`src/rtl/reg_write_seq.sv`:
```
module reg_write_seq #(
  parameter int ADDR_W      = 4,
  parameter int DATA_W      = 32,
  parameter int CHAN_W      = 10,
  parameter int OFFS_W      = 16,
  parameter int BUSY_BIT    = 8,
  parameter int TRIG_BIT    = 0,
  parameter logic [ADDR_W-1:0] CSR_ADDR  = 4'd2,
  parameter logic [ADDR_W-1:0] CHAN_ADDR = 4'd0,
  parameter logic [ADDR_W-1:0] OFFS_ADDR = 4'd3,
  parameter logic [ADDR_W-1:0] DATA_ADDR = 4'd4,
  parameter int TIMEOUT_CYC = 1024
) (
  input  logic              clk,
  input  logic              rst,
  input  logic              start,
  input  logic [CHAN_W-1:0] req_chan,
  input  logic [OFFS_W-1:0] req_offs,
  input  logic [DATA_W-1:0] req_data,
  output logic              busy,
  output logic              done,
  output logic              error,
  output logic [ADDR_W-1:0] avm_address,
  output logic              avm_read,
  output logic              avm_write,
  output logic [DATA_W-1:0] avm_writedata,
  input  logic [DATA_W-1:0] avm_readdata,
  input  logic              avm_readdatavalid,
  input  logic              avm_waitrequest
);

  localparam int TW = $clog2(TIMEOUT_CYC + 1);
  localparam logic [TW-1:0] TLIM = TW'(TIMEOUT_CYC - 1);

  typedef enum logic [3:0] {
    S_IDLE, S_PRE_RD, S_PRE_WT, S_WR_CH, S_WR_OF, S_WR_DT, S_WR_GO, S_POST_RD, S_POST_WT
  } state_t;

  state_t            state;
  logic [CHAN_W-1:0] chan_q;
  logic [OFFS_W-1:0] offs_q;
  logic [DATA_W-1:0] data_q;
  logic [TW-1:0]     tcnt;

  logic polling, waiting, rsp_busy, rsp_clear, give_up;

  assign busy      = (state != S_IDLE);
  assign avm_read  = (state == S_PRE_RD) || (state == S_POST_RD);
  assign avm_write = (state == S_WR_CH) || (state == S_WR_OF) ||
                     (state == S_WR_DT) || (state == S_WR_GO);
  assign waiting   = (state == S_PRE_WT) || (state == S_POST_WT);
  assign polling   = avm_read || waiting;
  assign rsp_busy  = waiting && avm_readdatavalid && avm_readdata[BUSY_BIT];
  assign rsp_clear = waiting && avm_readdatavalid && !avm_readdata[BUSY_BIT];
  assign give_up   = rsp_busy && (tcnt >= TLIM);

  always_comb begin
    avm_address   = CSR_ADDR;
    avm_writedata = '0;
    case (state)
      S_WR_CH: begin avm_address = CHAN_ADDR; avm_writedata = DATA_W'(chan_q); end
      S_WR_OF: begin avm_address = OFFS_ADDR; avm_writedata = DATA_W'(offs_q); end
      S_WR_DT: begin avm_address = DATA_ADDR; avm_writedata = data_q; end
      S_WR_GO: avm_writedata = DATA_W'(1) << TRIG_BIT;
      default: ;
    endcase
  end

  always_ff @(posedge clk) begin
    if (rst) begin
      state  <= S_IDLE;
      done   <= 1'b0;
      error  <= 1'b0;
      tcnt   <= '0;
      chan_q <= '0;
      offs_q <= '0;
      data_q <= '0;
    end else begin
      done <= 1'b0;
      if (!polling)        tcnt <= '0;
      else if (tcnt < TLIM) tcnt <= tcnt + 1'b1;
      case (state)
        S_IDLE: if (start) begin
          chan_q <= req_chan;
          offs_q <= req_offs;
          data_q <= req_data;
          state  <= S_PRE_RD;
        end
        S_PRE_RD:  if (!avm_waitrequest) state <= S_PRE_WT;
        S_PRE_WT:  if (rsp_clear) state <= S_WR_CH; else if (rsp_busy) state <= S_PRE_RD;
        S_WR_CH:   if (!avm_waitrequest) state <= S_WR_OF;
        S_WR_OF:   if (!avm_waitrequest) state <= S_WR_DT;
        S_WR_DT:   if (!avm_waitrequest) state <= S_WR_GO;
        S_WR_GO:   if (!avm_waitrequest) state <= S_POST_RD;
        S_POST_RD: if (!avm_waitrequest) state <= S_POST_WT;
        S_POST_WT: if (rsp_clear) begin
          state <= S_IDLE;
          done  <= 1'b1;
        end else if (rsp_busy) state <= S_POST_RD;
        default: state <= S_IDLE;
      endcase
      if (give_up) begin
        state <= S_IDLE;
        error <= 1'b1;
      end
    end
  end

  AST_RW_EXCL: assert property (@(posedge clk) disable iff (rst)
    !(avm_read && avm_write));

  AST_HOLD_STALL: assert property (@(posedge clk) disable iff (rst)
    (avm_read || avm_write) && avm_waitrequest |=>
      $stable(avm_address) && $stable(avm_writedata) && $stable(avm_read) && $stable(avm_write));

  AST_DONE_ONE_CYCLE: assert property (@(posedge clk) disable iff (rst)
    done |=> !done);

  AST_DONE_IDLE: assert property (@(posedge clk) disable iff (rst)
    done |-> !busy && !avm_read && !avm_write);

  AST_ERR_STICKY: assert property (@(posedge clk) disable iff (rst)
    error |=> error);

  AST_START_IGNORED: assert property (@(posedge clk) disable iff (rst)
    busy && start |=> $stable(chan_q) && $stable(offs_q) && $stable(data_q));

  AST_ABORT_QUIET: assert property (@(posedge clk) disable iff (rst)
    $rose(error) |-> !busy && !done);

endmodule

```
`config.mk`:
```
export PLATFORM = sky130hd
export DESIGN_NAME = reg_write_seq
export DESIGN_NICKNAME = d
export VERILOG_FILES = /design/src/rtl/reg_write_seq.sv
export SDC_FILE = /design/constraint.sdc
export NUM_CORES = 1
export LEC_CHECK = 0
export CAP_MARGIN = 40
export CORE_AREA = 2 2 100 63
export DETAILED_ROUTE_END_ITERATION = 7
export DIE_AREA = 0 0 102 65
export DONT_BUFFER_PORTS = 1
export MAX_ROUTING_LAYER = met4
export PLACE_DENSITY = 0.85
export SLEW_MARGIN = 30
export SYNTH_ARGS = -nofsm -noshare
export SYNTH_HDL_FRONTEND = slang
export SYNTH_SLANG_ARGS = --single-unit
```
`constraint.sdc`:
```
create_clock -name clk -period 2.2 [get_ports clk]
set_input_delay 0.33 -clock clk [delete_from_list [all_inputs] [get_ports clk]]
set_output_delay 0.33 -clock clk [all_outputs]
set_load 0.03 [all_outputs]
```
* After elaboration in Yosys (flattened, before gate mapping)
Index checks and enable logic that the tools add are counted.
Word-level totals: output and inout port bits 41, register bits 75, input port bits 95, word-level logic and storage cells 62
Cells by class: bitwise gates (word level) 2, $lt $le $gt $ge 2, $add $sub $neg 1, mux-type cells 15, reduce and logical (&&, ||, !) cells 18, equality and inequality tests 17
Operators by type and width (number):
- $pmux 32 s4 | 1
- $mux 4 | 11
- $pmux 4 s9 | 1
- $eq 4x3->1 const B | 4
- $ne 2x2->1 const B | 7
- $add 11x1->11 const B | 1
- $ge 11x10->1 const B | 1
- $lt 11x10->1 const B | 1
- $pmux 3 s3 | 1
- $reduce_and 9->1 | 1
- $eq 4x2->1 const B | 2
- $logic_or 1x1->1 | 6
- $ne 3x3->1 const B | 2
- $reduce_or 2->1 | 3
- $eq 4x1->1 const B | 1
- $eq 4x4->1 const B | 1
- $logic_and 1x1->1 | 4
- $logic_not 4->1 | 1
- $reduce_bool 4->1 | 1
- $not 1->1 | 2
- $reduce_and 2->1 | 1
- $logic_not 1->1 | 1
- $mux 1 | 1

* Logic depth before layout (Yosys ltp)
depth in word-level cells 7, gate-level depth with buffers 8

* Least setup slack after synthesis
Ideal clock, no wire load.
path type register to output, start point register state[0], end point output avm_writedata[21], stages on the path, launching flop included 5, buffers on the path 1, required time 1870 ps, slack 193 ps, arrival 1677 ps, cells stage by stage dfxtp_1 > nand2b_1 > nor3b_2 > clkbuf_1 > and2_1
On the way: cells in the longest elaborated chain, start to end 2, elaborated cells between the ends (all ways) 5, those cells by class eq/ne: 4; mux: 1
Ends and longest elaborated chain:
- start, declared | RTL line 39 | state_t state;
- start signal, assigned | RTL line 71 | state <= S_IDLE;
- start signal, assigned | RTL line 87 | state <= S_PRE_RD;
- start signal, assigned | RTL line 89 | S_PRE_RD: if (!avm_waitrequest) state <= S_PRE_WT;
- $eq 4x3->1 or $eq 4x2->1 (tied branches) | RTL line 60 | case (state)
- $pmux 32 s4 * | RTL line 60
- end, declared | RTL line 26 | output logic [DATA_W-1:0] avm_writedata,
Every way passes the cells marked *; elsewhere a longest branch is shown, timed or not.

* Worst setup path in the final report
start point register state[0], end point output avm_writedata[14]
The elaborated chain is that of the path after synthesis.

==> results.toml <==
[outcome]
outcome = "complete, no violations"

[synthesis]
synthAdderAreaFrac_pct = 0.373
synth_ff_type = "dfxtp_1"
yosys.area_share.simple_pct = 25.9
yosys.area_share.xor_xnor_pct = 1.30
synth_seq_cells = 75
syn-num-nets = 525
synth_top_family_by_area = "simple AND/OR/NAND/NOR gates"
ys_types = 50
post-synth-top-area-fraction_pct = 44.7
syn-cell-area_um2 = 3360
synth_edf_count = 0
synth.avg_cell_area_um2 = 7.83
syn_inst = 429
async_reset_ff_share_pct = 0
ys_warn_count = 0
synth_top_area_cell = "dfxtp_1"
synth_compound_area_share_pct = 20.0
synth_area_leaders = "dfxtp_1 45%, nand2_1 14%, a21oi_1 10%"
synth_mux_area_share_pct = 0.596
ys_seq_area_share_pct = 44.7

[floorplan]
coreArea_um2 = 5840
die_w_um = 102
top_level_ports = 136
die_y_um = 65
die_area_um2 = 6630
start_util_pct = 57.5
rows = 22

[cts]
clockRootBuffer = "clkbuf_8"
cts_htree_levels = 3
clk_latency_ns = 0.35
cts_buffers = 9
cts.sinks = 75
path_clk_slew_ns = 0.08
cts_tree = "yes"
cts_hold_buf = 0
clockBufferDepth = 2

[finish]
utilization_pct = 67.2
area_delta_synth_final_pct = 16.8
n_antenna_cell = 0
instances_no_fill = 540
nets = 547
drive_above_1_share_pct = 17.8

[route]
post_drt_wl_per_cell_um = 15.3
drt_iter0_drc = 240
vias = 3058
via_per_inst = 5.66
wl_um = 8250
antenna_left = 0
drc = 0
drt-pass1-iter-count = 6

[global_routing]
grt_pass1_vias = 2645
grt_max_degree = 64
gr-total-overflow = 0
antenna_found_initial = 0
grt_pass1_wl_um = 12500
grt_usage_pct = 25.1

[place]
dp.cells = 516
dp_hpwl_um = 5310
io_buffers = 0
routabilityCongestion = 0.994

[setup_path]
slowest_delay_ns = 0.37
path_cells = "buf_8 -> nor4b_4 -> buf_6 -> buf_6 -> a22o_1 -> buf_6"
arrival_ns = 1.82
slowest_stage = "dfxtp_4"
crit_top_cell = "buf_6"
start_kind = "flop"
crit_required_ns = 1.87
critical_path_class = "reg -> out"
crit_path_end_kind = "primary output"
cp_max_fo = 5

[power]
total_leakage_power_nw = 1.51
vdd_drop_max_mv = 1.29
power.density_nw_per_um2 = 1150

[timing]
fin_crit_ns = 2.15
fin_crit_sh_pct = 97.6
fmax_mhz = 466
finalSetupTns_ns = 0
drv_slew = 0
worst_pin_slew_ns = 0.583
finClkSkew_ns = 0.00951
rsz0062_at_grt = "yes"
slew_headroom_pct = 61.1
setup_viol = 0
hold_violations = 0

[worst_hold_path]
hp-class = "in -> reg"

[job]
maxCapViolCount = 0
kinds of logic after synthesis:
logic type      count (synthesis)
simple gates                  187
mux                             2
fa+ha+maj                       1
compound gates                109
xor+xnor                        5
buf+inv                        49
other cells                     1
flops                          75
cells in the final DEF (no fill, tap or decap), types with 4 or more instances in the layout:
master	n
a21oi_1	70
a222oi_1	9
and2_1	16
buf_4	32
buf_6	6
clkbuf_8	9
dfxtp_1	72
inv_1	12
inv_2	4
nand2_1	120
nor2_1	12
nor2b_1	4
nor3_1	6
o211ai_1	4
o21ai_0	7
critical path, delay by kind of cell, from the launching register on:
family / cells / cell delay [ns]
buffers and inverters: 4 / 0.59
flip-flops: 1 / 0.37
AND/OR/NAND/NOR: 1 / 0.35
AO/OA/AOI/OAI: 1 / 0.16
per-layer routing:
layer | GRT usage [%] | share of wire (%) | vias up
li1 | - | - | 1496
met1 | 31.9 | 45 | 1430
met2 | 38.3 | 46 | 124
met3 | 8.74 | 8.6 | 8
met4 | 6.50 | 0.75 | 0
met5 | - | 0 | -
power breakdown:
group / switching, mW / internal (mW) / total, mW
sequential: 0.194 / 1.64 / 1.83
clock: 0.525 / 0.536 / 1.06
combinational: 1.01 / 0.587 / 1.60
flip-flops by register name, summed over array words and instances (netlist names):
signal / count
error: 1
offs_q: 16
data_q: 32
chan_q: 10
tcnt: 11
done: 1
state: 4
layout make-up:
class                           instances  area, um^2
Fill cell                             510        1920
Multi-Input combinational cell        305        1650
Sequential cell                        75        1510
Timing Repair Buffer                   44         395
Clock buffer                           10         128
Tap cell                               84         105
Clock inverter                          6        72.6
Inverter                               16        60.1
final timing paths:
path | start | to | slack [ns] | depth (start not counted)
worst max-delay path | state[0] | avm_writedata[14] | 0.05 | 6
worst min-delay path | rst | offs_q[7] | 0.04 | 1
worst max register to register | state[3] | tcnt[7] | 0.32 | 7
worst min register to register | data_q[24] | data_q[24] | 0.45 | 2
synth_stat cells, drive strengths merged, types with 6 or more instances:
cell / n
nand2: 121
nor2: 12
a22o: 6
clkbuf: 16
inv: 16
buf: 17
o21ai: 8
nor3: 6
dfxtp: 75
a21oi: 70
a222oi: 9
and2: 17
metrics by stage:
stage	cell area [um^2]	hold WS (ns)	power [mW]	setup WS, ns
5_1_grt	3920	0.0292	4.75	-0.0283
3_5_place_dp	3600	0.405	3.32	0.292
2_1_floorplan	3360	0.432	3.00	0.193
4_1_cts	3850	0.0304	4.41	-0.0435
6_report	3920	0.0411	4.49	0.0531
3_3_place_gp	3600	0.404	3.25	0.335
repair_timing:
action,CTS,global route
gates resized for setup,6,15
cloned,1,0
pin swaps,3,3
hold endpoints to repair,0,0
setup endpoints to repair,11,25
setup buffers,2,4
Note: power is estimated with default switching activity, not from simulation.
